--- src/rtl/jtag_tap_pkg.sv ---
package jtag_tap_pkg;

  localparam int IR_W = 3;

  typedef enum logic [3:0] {
    ST_TLR    = 4'd0,
    ST_RTI    = 4'd1,
    ST_SEL_DR = 4'd2,
    ST_CAP_DR = 4'd3,
    ST_SH_DR  = 4'd4,
    ST_EX1_DR = 4'd5,
    ST_PA_DR  = 4'd6,
    ST_EX2_DR = 4'd7,
    ST_UPD_DR = 4'd8,
    ST_SEL_IR = 4'd9,
    ST_CAP_IR = 4'd10,
    ST_SH_IR  = 4'd11,
    ST_EX1_IR = 4'd12,
    ST_PA_IR  = 4'd13,
    ST_EX2_IR = 4'd14,
    ST_UPD_IR = 4'd15
  } tap_state_e;

  // Codes are fixed: the external tools that drive the port rely on them.
  typedef enum logic [IR_W-1:0] {
    OP_EXTEST = 3'b000,
    OP_SAMPLE = 3'b001,
    OP_USER1  = 3'b010,
    OP_USER2  = 3'b011,
    OP_RDBK   = 3'b100,
    OP_CONFIG = 3'b101,
    OP_RSVD   = 3'b110,
    OP_BYPASS = 3'b111
  } tap_op_e;

  localparam logic [IR_W-1:0] IR_CAPTURE_PAT = 3'b001;

endpackage

--- src/rtl/jtag_tap_fsm.sv ---
module jtag_tap_fsm
  import jtag_tap_pkg::*;
(
  input  logic       tck,
  input  logic       rst_n,
  input  logic       tms,
  output tap_state_e state
);

  tap_state_e state_d;

  always_comb begin
    state_d = state;
    unique case (state)
      ST_TLR:    state_d = tms ? ST_TLR    : ST_RTI;
      ST_RTI:    state_d = tms ? ST_SEL_DR : ST_RTI;
      ST_SEL_DR: state_d = tms ? ST_SEL_IR : ST_CAP_DR;
      ST_CAP_DR: state_d = tms ? ST_EX1_DR : ST_SH_DR;
      ST_SH_DR:  state_d = tms ? ST_EX1_DR : ST_SH_DR;
      ST_EX1_DR: state_d = tms ? ST_UPD_DR : ST_PA_DR;
      ST_PA_DR:  state_d = tms ? ST_EX2_DR : ST_PA_DR;
      ST_EX2_DR: state_d = tms ? ST_UPD_DR : ST_SH_DR;
      ST_UPD_DR: state_d = tms ? ST_SEL_DR : ST_RTI;
      ST_SEL_IR: state_d = tms ? ST_TLR    : ST_CAP_IR;
      ST_CAP_IR: state_d = tms ? ST_EX1_IR : ST_SH_IR;
      ST_SH_IR:  state_d = tms ? ST_EX1_IR : ST_SH_IR;
      ST_EX1_IR: state_d = tms ? ST_UPD_IR : ST_PA_IR;
      ST_PA_IR:  state_d = tms ? ST_EX2_IR : ST_PA_IR;
      ST_EX2_IR: state_d = tms ? ST_UPD_IR : ST_SH_IR;
      ST_UPD_IR: state_d = tms ? ST_SEL_DR : ST_RTI;
      default:   state_d = ST_TLR;
    endcase
  end

  always_ff @(posedge tck or negedge rst_n) begin
    if (!rst_n) state <= ST_TLR;
    else        state <= state_d;
  end

  AST_TMS_RUN_RESETS: assert property (@(posedge tck) disable iff (!rst_n)
    (tms && $past(tms) && $past(tms, 2) && $past(tms, 3) && $past(tms, 4)) |=> (state == ST_TLR));

endmodule

--- src/rtl/jtag_tap_ir.sv ---
module jtag_tap_ir
  import jtag_tap_pkg::*;
(
  input  logic       tck,
  input  logic       rst_n,
  input  logic       tdi,
  input  tap_state_e state,
  output tap_op_e    op,
  output logic       ir_tdo
);

  logic [IR_W-1:0] ir_sr;
  logic            sr_cap_en, sr_sh_en, op_upd_en, op_rst_en;

  assign sr_cap_en = (state == ST_CAP_IR);
  assign sr_sh_en  = (state == ST_SH_IR);
  assign op_upd_en = (state == ST_UPD_IR);
  assign op_rst_en = (state == ST_TLR);

  always_ff @(posedge tck or negedge rst_n) begin
    if (!rst_n)         ir_sr <= '0;
    else if (sr_cap_en) ir_sr <= IR_CAPTURE_PAT;
    else if (sr_sh_en)  ir_sr <= {tdi, ir_sr[IR_W-1:1]};
  end

  always_ff @(posedge tck or negedge rst_n) begin
    if (!rst_n)         op <= OP_BYPASS;
    else if (op_rst_en) op <= OP_BYPASS;
    else if (op_upd_en) op <= tap_op_e'(ir_sr);
  end

  assign ir_tdo = ir_sr[0];

  AST_IR_CAPTURE_PAT: assert property (@(posedge tck) disable iff (!rst_n)
    (state == ST_CAP_IR) |=> (ir_sr == 3'b001));
  AST_TLR_GIVES_BYPASS: assert property (@(posedge tck) disable iff (!rst_n)
    (state == ST_TLR) |=> (op == OP_BYPASS));

endmodule

--- src/rtl/jtag_tap_dr.sv ---
module jtag_tap_dr
  import jtag_tap_pkg::*;
#(
  parameter int BSR_W = 8
) (
  input  logic             tck,
  input  logic             rst_n,
  input  logic             tdi,
  input  tap_state_e       state,
  input  tap_op_e          op,
  input  logic [BSR_W-1:0] pin_cap,
  output logic [BSR_W-1:0] pin_drv,
  output logic             byp_tdo,
  output logic             bsr_tdo
);

  logic             byp_q;
  logic [BSR_W-1:0] bsr_sr;
  logic             bsr_sel;
  logic             cap_en, sh_en, upd_en;

  assign bsr_sel = (op == OP_EXTEST) || (op == OP_SAMPLE);
  assign cap_en  = (state == ST_CAP_DR);
  assign sh_en   = (state == ST_SH_DR);
  assign upd_en  = (state == ST_UPD_DR) && bsr_sel;

  // Bypass bit: zero on capture, one-bit delay while shifting.
  always_ff @(posedge tck or negedge rst_n) begin
    if (!rst_n)      byp_q <= 1'b0;
    else if (cap_en) byp_q <= 1'b0;
    else if (sh_en)  byp_q <= tdi;
  end

  generate
    if (BSR_W > 1) begin : g_bsr_multi
      always_ff @(posedge tck or negedge rst_n) begin
        if (!rst_n)                  bsr_sr <= '0;
        else if (cap_en && bsr_sel)  bsr_sr <= pin_cap;
        else if (sh_en && bsr_sel)   bsr_sr <= {tdi, bsr_sr[BSR_W-1:1]};
      end
    end else begin : g_bsr_single
      always_ff @(posedge tck or negedge rst_n) begin
        if (!rst_n)                  bsr_sr <= '0;
        else if (cap_en && bsr_sel)  bsr_sr <= pin_cap;
        else if (sh_en && bsr_sel)   bsr_sr <= tdi;
      end
    end
  endgenerate

  always_ff @(posedge tck or negedge rst_n) begin
    if (!rst_n)      pin_drv <= '0;
    else if (upd_en) pin_drv <= bsr_sr;
  end

  assign byp_tdo = byp_q;
  assign bsr_tdo = bsr_sr[0];

  AST_BYPASS_CAPTURES_ZERO: assert property (@(posedge tck) disable iff (!rst_n)
    (state == ST_CAP_DR) |=> !byp_q);
  AST_PINS_HOLD_OUTSIDE_UPDATE: assert property (@(posedge tck) disable iff (!rst_n)
    !$past(upd_en) |-> $stable(pin_drv));

endmodule

--- src/rtl/jtag_tap_user.sv ---
module jtag_tap_user
  import jtag_tap_pkg::*;
#(
  parameter int BSR_W = 8
) (
  input  logic             tck,
  input  logic             trst_n,
  input  logic             tms,
  input  logic             tdi,
  output logic             tdo,
  output logic             tdo_oe,
  output logic             tap_idle,
  output logic             dr_capture,
  output logic             dr_update,
  output logic             usr_sel1,
  output logic             usr_sel2,
  output logic             usr_dclk,
  input  logic             usr_ret1,
  input  logic             usr_ret2,
  input  logic             rdbk_ret,
  input  logic             cfg_ret,
  input  logic [BSR_W-1:0] pin_cap,
  output logic [BSR_W-1:0] pin_drv
);

  localparam int SYNC_W = 2;

  logic [SYNC_W-1:0] rst_sync;
  logic              rst_n;
  tap_state_e        state;
  tap_op_e           op;
  logic              ir_tdo, byp_tdo, bsr_tdo;
  logic              tdo_d, oe_d;
  logic              dclk_en_d, dclk_en;
  logic              in_shift;

  // Reset: asserted at once, released on the second rising test clock edge.
  always_ff @(posedge tck or negedge trst_n) begin
    if (!trst_n) rst_sync <= '0;
    else         rst_sync <= {rst_sync[SYNC_W-2:0], 1'b1};
  end
  assign rst_n = rst_sync[SYNC_W-1];

  jtag_tap_fsm i_fsm (
    .tck   (tck),
    .rst_n (rst_n),
    .tms   (tms),
    .state (state)
  );

  jtag_tap_ir i_ir (
    .tck    (tck),
    .rst_n  (rst_n),
    .tdi    (tdi),
    .state  (state),
    .op     (op),
    .ir_tdo (ir_tdo)
  );

  jtag_tap_dr #(.BSR_W(BSR_W)) i_dr (
    .tck     (tck),
    .rst_n   (rst_n),
    .tdi     (tdi),
    .state   (state),
    .op      (op),
    .pin_cap (pin_cap),
    .pin_drv (pin_drv),
    .byp_tdo (byp_tdo),
    .bsr_tdo (bsr_tdo)
  );

  assign in_shift = (state == ST_SH_DR) || (state == ST_SH_IR);

  always_comb begin
    if (state == ST_SH_IR) begin
      tdo_d = ir_tdo;
    end else begin
      unique case (op)
        OP_EXTEST, OP_SAMPLE: tdo_d = bsr_tdo;
        OP_USER1:             tdo_d = usr_ret1;
        OP_USER2:             tdo_d = usr_ret2;
        OP_RDBK:              tdo_d = rdbk_ret;
        OP_CONFIG:            tdo_d = cfg_ret;
        default:              tdo_d = byp_tdo;
      endcase
    end
    oe_d = in_shift;
  end

  always_ff @(negedge tck or negedge rst_n) begin
    if (!rst_n) begin
      tdo    <= 1'b0;
      tdo_oe <= 1'b0;
    end else begin
      tdo    <= tdo_d;
      tdo_oe <= oe_d;
    end
  end

  // Data clock gate: enable changes only while tck is low, so no glitches.
  assign dclk_en_d = ((state == ST_CAP_DR) || (state == ST_SH_DR)) &&
                     ((op == OP_USER1) || (op == OP_USER2));

  always_ff @(negedge tck or negedge rst_n) begin
    if (!rst_n) dclk_en <= 1'b0;
    else        dclk_en <= dclk_en_d;
  end

  assign usr_dclk   = tck & dclk_en;
  assign usr_sel1   = (op == OP_USER1);
  assign usr_sel2   = (op == OP_USER2);
  assign tap_idle   = (state == ST_RTI);
  assign dr_capture = (state == ST_CAP_DR);
  assign dr_update  = (state == ST_UPD_DR);

  AST_OE_IN_SHIFT_ONLY: assert property (@(posedge tck) disable iff (!rst_n)
    tdo_oe |-> in_shift);
  AST_SELECTS_EXCLUSIVE: assert property (@(posedge tck) disable iff (!rst_n)
    $onehot0({usr_sel1, usr_sel2}));
  AST_DCLK_IN_USER_SCAN: assert property (@(posedge tck) disable iff (!rst_n)
    dclk_en |-> ((state == ST_CAP_DR || state == ST_SH_DR) && (usr_sel1 || usr_sel2)));
  AST_UPDATE_ONE_CYCLE: assert property (@(posedge tck) disable iff (!rst_n)
    dr_update |=> !dr_update);

endmodule

--- config.mk ---
export PLATFORM = sky130hd
export DESIGN_NAME = jtag_tap_user
export DESIGN_NICKNAME = d
export VERILOG_FILES = /design/src/rtl/jtag_tap_pkg.sv /design/src/rtl/jtag_tap_fsm.sv /design/src/rtl/jtag_tap_ir.sv /design/src/rtl/jtag_tap_dr.sv /design/src/rtl/jtag_tap_user.sv
export SDC_FILE = /design/constraint.sdc
export NUM_CORES = 1
export LEC_CHECK = 0
export CORE_ASPECT_RATIO = 0.7
export CORE_MARGIN = 1.5
export CORE_UTILIZATION = 54
export CTS_CLUSTER_SIZE = 28
export DETAILED_ROUTE_END_ITERATION = 8
export PLACE_DENSITY = 0.83
export RECOVER_POWER = 25
export SLEW_MARGIN = 20
export SYNTH_ARGS = -nofsm -noshare
export SYNTH_HDL_FRONTEND = slang
export SYNTH_SLANG_ARGS = --single-unit
--- constraint.sdc ---
create_clock -name tck -period 1.7 [get_ports tck]
set_input_delay 0.17 -clock tck [delete_from_list [all_inputs] [get_ports tck]]
set_output_delay 0.17 -clock tck [all_outputs]
set_load 0.02 [all_outputs]
==> impl_metrics.csv, run 1 <==
group,metric,value,unit
cells_and_area,layout-drive-gt1-share,41.7,%
power_and_ir_drop,vdd_drop_max,1.30,mV
synthesis,synth_area_leaders,"dfrtp_1 (41%), mux2_2 (16%), dfstp_2 (5.0%)",
placed_design,hpwl,3000,µm
sta,timing.hold.ws,153,ps
floorplanning,boundaryPins,32,
synthesis,synth_nets,156,
cells_and_area,diodes,0,
detailed_routing,drt-initial-drc-count,119,
power_and_ir_drop,power.density,1640,nW/µm²
worst_setup_path,setup.worst_path.end_class,"register",
sta,hold_viol,0,
grt,grt_pass1_wl,7530,µm
floorplanning,start_util,56.7,%
synthesis,post-synth-top-area-cell,"dfrtp_1",
synthesis,syn_inst,140,
clock_network,path_clk_slew,70,ps
sta,drv_slew,0,
synthesis,synthArstFlopShare,100,%
detailed_routing,vias_per_cell,6.05,
synthesis,synth-seq-cells,32,
worst_setup_path,rrSetupSlack,-420,ps
worst_setup_path,path_max_fanout,4,
grt,antenna_found_initial,0,
detailed_routing,drt-wirelength-per-cell,21.0,µm
cells_and_area,syn_to_final_growth,56.3,%
grt,grt_max_degree,18,
cells_and_area,final_cell_mix,"dfrtp_1 (26), clkdlybuf4s50_1 (23), buf_4 (19)",
placed_design,io_buffers,31,
floorplanning,die_x,67.8,µm
cells_and_area,layout_commonest_cell,"dfrtp_1",
placed_design,placed_cells_incl_taps,221,
sta,setup_violations,26,
detailed_routing,vias,1465,
sta,rsz0062_at_grt,"yes",
clock_network,cts_tree,"done",
worst_setup_path,critical_path.startpoint_type,"register",
sta,skew,28.6,ps
floorplanning,core,2800,µm²
outcome,status,"finished with violations",
detailed_routing,dr.pass1.iters,4,
floorplanning,dieArea,3280,µm²
clock_network,clock_latency,420,ps
floorplanning,rows,16,
cells_and_area,nets,221,
worst_setup_path,crit_family,"flip-flops",
synthesis,ys_seq_area_share,50.7,%
worst_setup_path,worstPathArrival,1530,ps
grt,overflow,0,
run,cap_violations,0,
synthesis,synth-edff-count,0,
placed_design,post_dp_cell_area,2140,µm²
worst_setup_path,path_cells,"buf_4 -> a311oi_1 -> a32o_1",
synthesis,synth_flop_cell,"dfrtp_1",
grt,grt_pass1_vias,1568,
sta,setup_ws,-417,ps
worst_setup_path,worst_path_max_delay_cell,"dfstp_2",
cells_and_area,final_util,88.5,%
worst_setup_path,crit_type,"reg -> reg",
synthesis,synth_warnings,0,
min_path,hp-class,"reg -> async",
worst_setup_path,cp_slowest_stage_delay,590,ps
power_and_ir_drop,p_leak,1.16,nW
detailed_routing,ant_nets,0,
cells_and_area,design_area,2480,µm²
cells_and_area,instances_no_fill,242,
placed_design,gp_congestion,0.818,
synthesis,synth_area_per_cell,11.3,µm²
synthesis,netlist_area,1590,µm²
outcome,violations,"setup timing",
worst_setup_path,crit_required,1110,ps
worst_setup_path,path_buf_inv,1,
synthesis,synth_cell_type_count,41,
synthesis,synth_top_area_share,41.0,%
floorplanning,die_y,48.4,µm
detailed_routing,wirelength,5080,µm
detailed_routing,drc,0,
cells_and_area,fillCellCount,125,
grt,grt_use_total,33.2,%
what timing repair did:
item	CTS	global route
endpoints found under the hold margin	2	0
resized for setup	56	14
setup endpoints to repair	20	27
hold buffers	1	0
buffers inserted	4	6
pin swaps	6	6
cloned	0	2
final cells by class:
class	instances	area (µm²)	area share [%]
timing repair buffer	61	604	24.4
multi-input combinational	95	827	33.3
tap	36	45.0	1.82
inverter	5	31.3	1.26
timing repair inverter	1	8.76	0.353
sequential	32	805	32.4
clock buffer	10	125	5.04
clock inverter	2	35.0	1.41
registers in the layout (all words and copies together) (netlist names):
| register | flops |
|---|---|
| rst_sync | 2 |
| i_ir.op | 3 |
| dclk_en | 1 |
| tdo | 1 |
| i_fsm.state | 4 |
| i_dr.bsr_sr | 8 |
| tdo_oe | 1 |
| i_dr.pin_drv | 8 |
| i_dr.byp_tdo | 1 |
| i_ir.ir_sr | 3 |
per-stage QoR:
step | setup slack [ps] | setup TNS (ps) | power (mW)
floorplan | -361 | -1770 | 2.09
global placement | -481 | -3080 | 2.52
detailed placement | -533 | -3820 | 2.64
CTS | -443 | -2940 | 3.75
global route | -458 | -4650 | 4.25
finish | -417 | -3930 | 4.07
synth_stat cells (all sizes together), types with 2 or more instances:
| cell type | instances |
|---|---|
| dfstp | 3 |
| a211oi | 2 |
| and2 | 4 |
| nor2 | 7 |
| nor3b | 2 |
| o22ai | 2 |
| nand3b | 2 |
| buf | 3 |
| nand3 | 2 |
| o21ai | 10 |
| nor3 | 2 |
| a22oi | 3 |
| mux2 | 25 |
| inv | 5 |
| clkbuf | 5 |
| dfrtn | 3 |
| dfrtp | 26 |
| nand2b | 3 |
| a21oi | 3 |
| nand2 | 9 |
| a221oi | 2 |
kinds of logic after synthesis:
logic type	synth area share (%)
buffers and inverters	3.31
other	0.236
flip-flops	50.7
multiplexers	18.4
AND/OR/NAND/NOR	13.9
AO/OA/AOI/OAI	12.9
XOR/XNOR	0.552
routing by layer:
layer  global-route usage [%]  wire length (µm)
met1                     38.3              2010
met2                     51.6              2480
met3                     13.3               440
met4                     19.3               154
met5                        0                 0
power breakdown:
part | leakage [nW] | switching (mW) | internal, mW
clock network | 0.0873 | 0.325 | 0.589
logic | 0.656 | 0.964 | 1.04
registers | 0.416 | 0.184 | 0.974
total | 1.16 | 1.47 | 2.60
path summary, 6_finish.rpt:
kind | cells after the start | start | endpoint
min in group tck | 0 | rst_sync[0] | rst_sync[1]
max in group asynchronous | 0 | rst_sync[1] | tdo
min | 0 | rst_sync[1] | i_fsm.state[2]
min reg2reg | 0 | rst_sync[1] | i_fsm.state[2]
max reg2reg | 3 | i_ir.op[1] | tdo
max | 3 | i_ir.op[1] | tdo
(Power assumes the default switching activity.)
==> run 2, diff against run 1 <==
CORE_ASPECT_RATIO = not set   (was 0.7)
==> impl_metrics.csv, run 2 (synthesized netlist as in run 1, its figures left out) <==
group,metric,value,unit
outcome,status,"finished with violations",
outcome,violations,"setup timing",
grt,grt_use_total,29.9,%
placed_design,gp_congestion,0.878,
grt,grt_pass1_vias,1464,
worst_setup_path,path_cells,"inv_1 -> a211o_1 -> a32o_1",
sta,skew,18.9,ps
floorplanning,dieArea,3270,µm²
floorplanning,die_y,57.2,µm
detailed_routing,dr.pass1.iters,4,
min_path,hp-class,"reg -> reg",
sta,setup_ws,-423,ps
worst_setup_path,critical_path.startpoint_type,"register",
floorplanning,core,2780,µm²
placed_design,placed_cells_incl_taps,219,
worst_setup_path,setup.worst_path.end_class,"register",
worst_setup_path,cp_slowest_stage_delay,570,ps
cells_and_area,diodes,0,
clock_network,path_clk_slew,100,ps
detailed_routing,ant_nets,0,
power_and_ir_drop,power.share.combinational,52.1,%
cells_and_area,syn_to_final_growth,53.7,%
worst_setup_path,crit_type,"reg -> reg",
power_and_ir_drop,p_leak,1.16,nW
detailed_routing,vias,1419,
cells_and_area,nets,223,
sta,rsz0062_at_grt,"yes",
detailed_routing,vias_per_cell,5.94,
grt,antenna_found_initial,0,
cells_and_area,fillCellCount,128,
power_and_ir_drop,power.density,1550,nW/µm²
placed_design,hpwl,2560,µm
power_and_ir_drop,p_seq_share,30.0,%
grt,overflow,0,
worst_setup_path,worstPathArrival,1570,ps
cells_and_area,reg_top3,"i_dr.bsr_sr x8, i_dr.pin_drv x8, i_fsm.state x4",
floorplanning,rows,19,
grt,grt_pass1_wl,6940,µm
power_and_ir_drop,vdd_drop_max,1.70,mV
detailed_routing,drc,0,
sta,slew_headroom,55.9,%
clock_network,cts_tree,"done",
power_and_ir_drop,internal-power,2.41,mW
power_and_ir_drop,switching_share,36.1,%
worst_setup_path,worst_path_max_delay_cell,"dfstp_2",
floorplanning,boundaryPins,32,
detailed_routing,wirelength,4230,µm
grt,grt_max_degree,28,
worst_setup_path,path_max_fanout,4,
cells_and_area,final_cell_mix,"dfrtp_1 (26), clkdlybuf4s50_1 (21), buf_4 (21)",
sta,worst_slew_pin_slew,661,ps
clock_network,clock_latency,450,ps
placed_design,io_buffers,31,
detailed_routing,drt-initial-drc-count,43,
floorplanning,die_x,57.2,µm
power_and_ir_drop,p_switching,1.36,mW
worst_setup_path,crit_required,1150,ps
detailed_routing,drt-wirelength-per-cell,17.7,µm
sta,timing.hold.ws,364,ps
cells_and_area,layout_commonest_cell,"dfrtp_1",
sta,setup_violations,18,
sta,hold_viol,0,
cells_and_area,instances_no_fill,239,
sta,drv_slew,0,
floorplanning,start_util,57.1,%
power_and_ir_drop,p_clk_share,17.9,%
cells_and_area,layout-drive-gt1-share,43.8,%
run,cap_violations,0,
==> run 2: final cells by class <==
type	count	area (µm²)	area share, %
Multi-Input combinational cell	95	845	34.6
Sequential cell	32	805	33.0
Timing Repair Buffer	63	609	25.0
Clock buffer	10	75.1	3.08
Tap cell	31	38.8	1.59
Clock inverter	2	35.0	1.44
Inverter	5	26.3	1.08
Timing Repair inverter	1	6.26	0.256
==> run 2: stage by stage <==
stage	power [mW]	setup TNS, ps	utilization, %	instance area (µm²)	worst slack [ps]
floorplan	2.09	-1770	-	1660	-361
global placement	2.59	-3070	77.6	2160	-483
detailed placement	2.66	-3450	77.6	2160	-527
CTS	3.64	-3930	86.4	2400	-405
global route	3.98	-5230	87.7	2440	-472
finish	3.77	-4540	87.7	2440	-423
==> run 2: worst paths after layout <==
kind / from / endpoint / slack (ps) / cells past startpoint
max: i_ir.op[0] / tdo / -420 / 3
min: rst_sync[0] / rst_sync[1] / 360 / 0
max reg2reg: i_ir.op[0] / tdo / -420 / 3
min reg2reg: rst_sync[0] / rst_sync[1] / 360 / 0
max in group asynchronous: rst_sync[1] / dclk_en / 670 / 0
min in group asynchronous: trst_n / rst_sync[0] / 490 / 2
==> run 2: metal layers <==
layer	up-vias	routed length, µm	global-route usage, %
met3	18	268	11.8
met1	708	1700	35.3
li1	642	-	-
met2	51	2090	47.1
met4	0	167	16.3
met5	-	0	0
==> run 2: what timing repair did <==
item	4_1_cts	5_1_grt
cloned	1	0
pin swaps	7	5
endpoints found under the hold margin	2	0
resized for setup	58	16
setup endpoints to repair	20	22
hold buffers	1	0
setup buffers	9	2
==> run 2: critical path: cells and delay by family, from the launching register on <==
family | cells | cell delay [ps]
flops | 1 | 570
compound gates | 2 | 490
buf+inv | 1 | 70
==> run 2: power groups by stage <==
stage | Clock [mW] | Sequential, mW | Combinational, mW
after global placement | 0.00728 | 1.13 | 1.45
after detailed placement | 0.00728 | 1.14 | 1.51
after global routing | 0.733 | 1.15 | 2.09
final | 0.675 | 1.13 | 1.97
after floorplan | 0.00386 | 1.15 | 0.936
after CTS | 0.675 | 1.12 | 1.84
